## src/rtl/rfsh_pkg.sv

```systemverilog
package rfsh_pkg;
    typedef enum logic [2:0] {
        ST_PAUSE,
        ST_IDLE,
        ST_WAIT,
        ST_SETUP,
        ST_STROBE,
        ST_PRECH
    } rf_state_t;
endpackage

```

## src/rtl/rfsh_interval.sv

```systemverilog
module rfsh_interval #(
    parameter int INTERVAL_CYC = 1560,
    parameter int MAX_PEND     = 4
) (
    input  logic clk,
    input  logic rst_n,
    input  logic run,
    input  logic done,
    output logic pending,
    output logic urgent,
    output logic miss
);
    localparam int CW = $clog2(INTERVAL_CYC);
    localparam int PW = $clog2(MAX_PEND + 1);

    logic [CW-1:0] cnt;
    logic [PW-1:0] pend;
    logic          tick;

    assign tick    = run && (cnt == CW'(INTERVAL_CYC - 1));
    assign miss    = tick && (pend == PW'(MAX_PEND));
    assign pending = (pend != '0);
    assign urgent  = (pend == PW'(MAX_PEND));

    always_ff @(posedge clk) begin
        if (!rst_n || !run) begin
            cnt <= '0;
        end else if (tick) begin
            cnt <= '0;
        end else begin
            cnt <= cnt + 1'b1;
        end
    end

    always_ff @(posedge clk) begin
        if (!rst_n || !run || miss) begin
            pend <= '0;
        end else if (tick && !(done && pending)) begin
            pend <= pend + 1'b1;
        end else if (!tick && done && pending) begin
            pend <= pend - 1'b1;
        end
    end

    // the outstanding count never passes its limit
    p_pend_bound_r7: assert property (@(posedge clk) disable iff (!rst_n)
        pend <= PW'(MAX_PEND));

    // a miss always leaves the counter empty
    p_miss_clears_r8: assert property (@(posedge clk) disable iff (!rst_n)
        miss |=> !pending);
endmodule

```

## src/rtl/rfsh_seq.sv

```systemverilog
module rfsh_seq
    import rfsh_pkg::*;
#(
    parameter int PAUSE_CYC = 20000,
    parameter int WAKE_CNT  = 8,
    parameter int SETUP_CYC = 1,
    parameter int LOW_CYC   = 5,
    parameter int PRE_CYC   = 3
) (
    input  logic clk,
    input  logic rst_n,
    input  logic pending,
    input  logic grant,
    input  logic miss,
    output logic req,
    output logic ras_n,
    output logic cas_n,
    output logic busy,
    output logic init_done,
    output logic done
);
    localparam int M1 = (SETUP_CYC > LOW_CYC) ? SETUP_CYC : LOW_CYC;
    localparam int M2 = (M1 > PRE_CYC) ? M1 : PRE_CYC;
    localparam int MX = (M2 > PAUSE_CYC) ? M2 : PAUSE_CYC;
    localparam int TW = $clog2(MX + 1);
    localparam int WW = $clog2(WAKE_CNT + 1);

    rf_state_t     state;
    logic [TW-1:0] tmr;
    logic [WW-1:0] wake_left;
    logic          waking;
    logic          rewake;

    // state register and counters
    always_ff @(posedge clk) begin
        if (!rst_n) begin
            state     <= ST_PAUSE;
            tmr       <= TW'(PAUSE_CYC - 1);
            wake_left <= '0;
            waking    <= 1'b0;
            rewake    <= 1'b0;
            init_done <= 1'b0;
        end else begin
            if (miss) begin
                init_done <= 1'b0;
                rewake    <= 1'b1;
            end
            unique case (state)
                ST_PAUSE: begin
                    if (tmr == '0) begin
                        state     <= ST_SETUP;
                        tmr       <= TW'(SETUP_CYC - 1);
                        waking    <= 1'b1;
                        wake_left <= WW'(WAKE_CNT);
                    end else begin
                        tmr <= tmr - 1'b1;
                    end
                end
                ST_IDLE: begin
                    if (pending || rewake || miss) state <= ST_WAIT;
                end
                ST_WAIT: begin
                    if (grant) begin
                        state <= ST_SETUP;
                        tmr   <= TW'(SETUP_CYC - 1);
                        if (rewake || miss) begin
                            waking    <= 1'b1;
                            wake_left <= WW'(WAKE_CNT);
                            rewake    <= 1'b0;
                        end
                    end
                end
                ST_SETUP: begin
                    if (tmr == '0) begin
                        state <= ST_STROBE;
                        tmr   <= TW'(LOW_CYC - 1);
                    end else begin
                        tmr <= tmr - 1'b1;
                    end
                end
                ST_STROBE: begin
                    if (tmr == '0) begin
                        state <= ST_PRECH;
                        tmr   <= TW'(PRE_CYC - 1);
                    end else begin
                        tmr <= tmr - 1'b1;
                    end
                end
                ST_PRECH: begin
                    if (tmr == '0) begin
                        if (waking && wake_left > WW'(1)) begin
                            wake_left <= wake_left - 1'b1;
                            state     <= ST_SETUP;
                            tmr       <= TW'(SETUP_CYC - 1);
                        end else begin
                            state <= ST_IDLE;
                            if (waking) begin
                                waking    <= 1'b0;
                                init_done <= 1'b1;
                            end
                        end
                    end else begin
                        tmr <= tmr - 1'b1;
                    end
                end
                default: state <= ST_IDLE;
            endcase
        end
    end

    // output decode
    always_comb begin
        req   = (state == ST_WAIT);
        cas_n = !((state == ST_SETUP) || (state == ST_STROBE));
        ras_n = (state != ST_STROBE);
        busy  = (state == ST_SETUP) || (state == ST_STROBE) || (state == ST_PRECH);
        done  = (state == ST_PRECH) && (tmr == '0) && !waking;
    end

    // RAS only falls after CAS was already low
    p_cas_leads_ras_r4: assert property (@(posedge clk) disable iff (!rst_n)
        $fell(ras_n) |-> (!cas_n && $past(!cas_n)));

    // no strobe activity while waiting for the bus
    p_req_quiet_r6: assert property (@(posedge clk) disable iff (!rst_n)
        req |-> (ras_n && cas_n));

    // busy covers every low strobe
    p_busy_r9: assert property (@(posedge clk) disable iff (!rst_n)
        (!cas_n || !ras_n) |-> busy);

    // init completes only out of a precharge phase
    p_init_after_burst_r3: assert property (@(posedge clk) disable iff (!rst_n)
        $rose(init_done) |-> ($past(state) == ST_PRECH));
endmodule

```

## src/rtl/dram_refresh_sched.sv

```systemverilog
module dram_refresh_sched #(
    parameter int PAUSE_CYC    = 20000,
    parameter int WAKE_CNT     = 8,
    parameter int SETUP_CYC    = 1,
    parameter int LOW_CYC      = 5,
    parameter int PRE_CYC      = 3,
    parameter int INTERVAL_CYC = 1560,
    parameter int POSTPONE     = 3
) (
    input  logic clk,
    input  logic rst_n,
    input  logic grant,
    output logic req,
    output logic urgent,
    output logic ras_n,
    output logic cas_lo_n,
    output logic cas_hi_n,
    output logic we_n,
    output logic busy,
    output logic init_done
);
    localparam int MAX_PEND = POSTPONE + 1;

    logic pending;
    logic miss;
    logic done;
    logic cas_n;

    rfsh_interval #(
        .INTERVAL_CYC(INTERVAL_CYC),
        .MAX_PEND    (MAX_PEND)
    ) u_interval (
        .clk    (clk),
        .rst_n  (rst_n),
        .run    (init_done),
        .done   (done),
        .pending(pending),
        .urgent (urgent),
        .miss   (miss)
    );

    rfsh_seq #(
        .PAUSE_CYC(PAUSE_CYC),
        .WAKE_CNT (WAKE_CNT),
        .SETUP_CYC(SETUP_CYC),
        .LOW_CYC  (LOW_CYC),
        .PRE_CYC  (PRE_CYC)
    ) u_seq (
        .clk      (clk),
        .rst_n    (rst_n),
        .pending  (pending),
        .grant    (grant),
        .miss     (miss),
        .req      (req),
        .ras_n    (ras_n),
        .cas_n    (cas_n),
        .busy     (busy),
        .init_done(init_done),
        .done     (done)
    );

    assign cas_lo_n = cas_n;
    assign cas_hi_n = cas_n;
    assign we_n     = 1'b1;

    // a missed deadline withdraws init_done at once
    p_miss_init_r8: assert property (@(posedge clk) disable iff (!rst_n)
        miss |=> !init_done);

    // RAS low never occurs with a CAS line high
    p_ras_needs_cas_r4: assert property (@(posedge clk) disable iff (!rst_n)
        !ras_n |-> (!cas_lo_n && !cas_hi_n));
endmodule

```

## config.mk

```make
export PLATFORM = sky130hd
export DESIGN_NAME = dram_refresh_sched
export DESIGN_NICKNAME = d
export VERILOG_FILES = /design/src/rtl/rfsh_pkg.sv /design/src/rtl/rfsh_interval.sv /design/src/rtl/rfsh_seq.sv /design/src/rtl/dram_refresh_sched.sv
export SDC_FILE = /design/constraint.sdc
export NUM_CORES = 1
export LEC_CHECK = 0
export CAP_MARGIN = 20
export CORE_ASPECT_RATIO = 2
export CORE_MARGIN = 2
export CORE_UTILIZATION = 52
export DETAILED_ROUTE_END_ITERATION = 10
export GPL_ROUTABILITY_DRIVEN = 0
export PLACE_DENSITY = 0.7
export SLEW_MARGIN = 20
export SYNTH_ARGS = -nofsm -noshare
export SYNTH_HDL_FRONTEND = slang
export SYNTH_SLANG_ARGS = --single-unit
```

## constraint.sdc

```tcl
create_clock -name clk -period 3.1 [get_ports clk]
set_clock_uncertainty 0.05 [all_clocks]
set_input_delay 0.62 -clock clk [delete_from_list [all_inputs] [get_ports clk]]
set_output_delay 0.62 -clock clk [all_outputs]
set_load 0.02 [all_outputs]
```

-- Yosys cells after proc, flatten, opt, wreduce, memory -nomap -nowiden
Index checks and enable logic that the tools add are counted.
- $add $sub $neg: 5
- order comparisons: 1
- equality and inequality tests: 18
- mux-type cells: 38
- reductions and logical operators: 33
- operator list (operator ; number):
    15-bit two-way mux ; 6
    15-bit one-hot mux with 5 select lines ; 1
    3-bit two-way mux ; 8
    4-bit two-way mux ; 5
    3-bit one-hot mux with 6 select lines ; 1
    6-bit AND reduction ; 3
    15-bit zero test ; 1
    15-bit by 1-bit subtractor with 15-bit output, second input constant ; 1
    1-bit two-way mux ; 14
    2-bit by 1-bit inequality test with 1-bit output, second input constant ; 7
    4-bit one-hot mux with 3 select lines ; 1
    11-bit by 1-bit adder with 11-bit output, second input constant ; 1
    11-bit equality test, second input constant ; 1
    3-bit equality test, second input constant ; 3
    1-bit logical AND ; 9
    1-bit logical OR ; 7
    3-bit by 2-bit equality test with 1-bit output, second input constant ; 2
    1-bit zero test ; 6
    3-bit inequality test, second input constant ; 2
    3-bit nonzero test ; 2
    5-bit nonzero test ; 1
    4-bit by 1-bit greater-than comparator with 1-bit output, second input constant ; 1
    2-bit inequality test, second input constant ; 2
    4-bit by 1-bit subtractor with 4-bit output, second input constant ; 1
    9 further kinds ; 9
- register bits: 39
- input bits: 3

-- Logic depth before layout (Yosys ltp)
- depth in word-level cells: 8
- gate-level depth with buffers: 11
- gate-level depth less buffers: 11

-- Hierarchy
A second synthesis with hierarchy kept.
- cells, all modules: 266
- area, all modules: 2333.5 sq um
- modules (own cells, without submodules) (module ; instances ; cells each ; area an instance (sq um) ; seq. area each (sq um)):
    rfsh_seq ; 1 ; 177 ; 1561.5 ; 500.5
    rfsh_interval ; 1 ; 86 ; 753.2 ; 280.3
    dram_refresh_sched ; 1 ; 3 ; 18.8 ; 0.0

-- Least setup slack after synthesis
OpenSTA, ideal clock, no wires.
- kind: register to register
- start: register u_interval.cnt[5]
- end: register u_interval.pend[2]
- setup time: 0.080 ns
- arrival time: 2.625 ns
- required time: 2.970 ns
- setup slack: 0.345 ns
- cell stages (with the launch flop): 10
- path buffers: 0
- clock period less this slack: 2.755 ns
- path through: dfxtp_1 > or4b_2 > nor3_1 > o31ai_1 > fa_1 > inv_1 > o31ai_1 > or4_1 > nand3_1 > nor3b_1
- cells in the longest elaborated chain, start to end: 6
- ends and longest elaborated chain (item ; line ; text):
    from (decl) ; rfsh_interval.sv:16 ; logic [CW-1:0] cnt;
    from (signal assigned) ; rfsh_interval.sv:31 ; cnt <= cnt + 1'b1;
    11-bit equality test (*) ; rfsh_interval.sv:20 ; assign tick = run && (cnt == CW'(INTERVAL_CYC - 1));
    1-bit logical AND (*) ; rfsh_interval.sv:20 ;
    1-bit zero test ; rfsh_interval.sv:40 ; end else if (!tick && done && pending) begin
    1-bit logical AND (2 in a row) ; rfsh_interval.sv:40 ;
    2-bit nonzero test (no source line) ; -- ;
    to (signal assigned) ; rfsh_interval.sv:39 ; pend <= pend + 1'b1;
    to (signal assigned) ; rfsh_interval.sv:41 ; pend <= pend - 1'b1;
    to (decl) ; rfsh_interval.sv:17 ; logic [PW-1:0] pend;
Mark *: on every way between the ends. The rest lies on a longest branch, timed or not.
A chain may end at the register's enable or synchronous reset.

-- Worst setup path in the final report
Same ends and word-level chain as after synthesis.

==> reports/results.tsv <==
metric	value	unit
cts_root_buffer	clkbuf_8	
p_leak	0.000930	uW
hold_buffers	0	
grt.total_usage	23.3	%
cp_max_fo	5	
path_class	reg2reg	
cts_setup_buffers	0	
netlist.area_leader.share	34.6	%
io_buffers	9	
die_y	97.2	um
grt_antenna_before_repair	0	
fin_ws	155	ps
die_x	50.6	um
fin_tns_setup	0	ps
worst_pin_slew	1000	ps
ys_ff_latch	39	
grt_max_degree	15	
min_period	2940	ps
via_count	2093	
worstPathRequired	3270	ps
diodes	0	
synth.area.top_cells	dfxtp_1 35%, nand2_1 4.7%, nor2_1 4.3%	
status	finished, final reports clean	
arrival	3110	ps
final_nets	293	
rows	34	
syn_nets	287	
ioPinCount	11	
synth-edff-count	0	
grt_pass1_wl	9090	um
synth_ff_type	dfxtp_1	
cts_buffer_depth	2	
p_per_area	401	nW/um^2
slew_viol_final	0	
clock_latency	290	ps
cts_tree	done	
critPathLaunchType	flip-flop	
hpwlAfterDp	3730	um
syn_area	2260	um^2
dp_slack	104	ps
nFillCells	393	
cp-end-kind	flip-flop	
drt_iter0_drc	79	
yosys_warnings	0	
grt-ovfl-total	0	
cts_sinks	39	
finalHoldViolCount	0	
hold_class	reg2reg	
start_util	53.1	%
layout-drive-gt1-share	8.77	%
clk_pin_slew_worst_paths	80	ps
syn2layout_area_growth	9.97	%
synth_common_cells	39 x dfxtp_1, 28 x nand2_1, 26 x nor2_1	
cts_buffers	5	
drc_errors	0	
synth_cell_types	62	
finalWirelength	5260	um
post-route-period-util	95.0	%
irDropWorstVdd	0.000323	V
dieArea	4920	um^2
grt_pass1_vias	2012	
synthCells	278	
synth_most_common_cell	dfxtp_1	
fmaxAchievable	0.340	GHz
synth_seq_area_share	34.6	%
htree_num_levels	2	
antenna_left	0	
setup_viol	0	
avgSynthCellArea	8.12	um^2
cts_resized	0	
drt_first_pass_iters	5	
routed_via_density	6.17	
final_cells	339	
drv_cap	0	
post_drt_wl_per_cell	15.5	um
synth_top_area_cell	dfxtp_1	
numPlacedInstances	331	
synthArstFlopShare	0	%
maxSlewHeadroom	33.3	%
core_area	4250	um^2
holdWs	416	ps
## critical path, cell delays in order (launching register included)
cell and delay (ps):
dfxtp_1 350, or4b_2 740, nor3_2 310, o31ai_2 180, fa_1 420, inv_1 70
o31ai_1 60, or4_1 420, nand3_1 100, nor3b_1 170
## state kept, by name, indices dropped and copies added (netlist names)
register	cells
u_seq.tmr	15
u_interval.cnt	11
u_seq.wake_left	4
u_interval.pend	3
u_seq.state	3
u_seq.init_done	1
u_seq.rewake	1
u_seq.waking	1
## kinds of logic after synthesis
group           count (synthesis)  share of synthesized area, %
mux                             1                         0.443
xor+xnor                       12                          4.65
compound gates                 68                          22.1
other cells                     1                         0.166
flops                          39                          34.6
simple gates                  120                          28.9
buf+inv                        31                          5.54
fa+ha+maj                       6                          3.66
## path summary, 6_finish.rpt
check | start | cells past startpoint | endpoint | slack, ps
setup / recovery | u_interval.cnt[5] | 9 | u_interval.pend[2] | 160
hold / removal | u_interval.cnt[0] | 1 | u_interval.cnt[0] | 420
setup reg to reg | u_interval.cnt[5] | 9 | u_interval.pend[2] | 160
hold reg to reg | u_interval.cnt[0] | 1 | u_interval.cnt[0] | 420
## layout by cell type, fill, tap and decap left out, drive strengths merged, types with 6 or more instances in the layout
cell type       n
dfxtp          39
nand2          28
nor2           26
inv            15
nand3          14
o21ai          13
a21oi          10
clkdlybuf4s50   9
xnor2           7
or3             6
clkbuf          6
## routing by layer
metal	up-vias	wire [um]	global-route usage (%)	part of all wire (%)
li1	1020	-	-	-
met3	9	220	3.69	4.2
met1	1003	2310	30.5	44
met4	0	110	10.8	2.1
met5	-	0	0	0
met2	61	2620	37.0	50
## final cells by class
class	instances	area, um^2	area share [%]
Tap cell	54	67.6	2.72
Clock inverter	2	12.5	0.504
Sequential cell	39	781	31.4
Inverter	16	60.1	2.42
Multi-Input combinational cell	208	1360	54.9
Clock buffer	6	72.6	2.92
Timing Repair Buffer	14	128	5.14
## per-stage QoR
stage          instance area, um^2  total power, uW  util [%]
2_1_floorplan                 2260              637         -
3_3_place_gp                  2390              661      56.1
3_5_place_dp                  2390              666      56.1
4_1_cts                       2470             1010      58.1
5_1_grt                       2480             1040      58.4
6_report                      2480              997      58.4
## where the power goes
group / internal [uW] / switching, uW / leakage (uW)
combinational: 45.2 / 65.7 / 0.000574
sequential: 519 / 29.3 / 0.000315
clock: 157 / 180 / 0.0000412
Note: power is estimated with default switching activity, not from simulation.
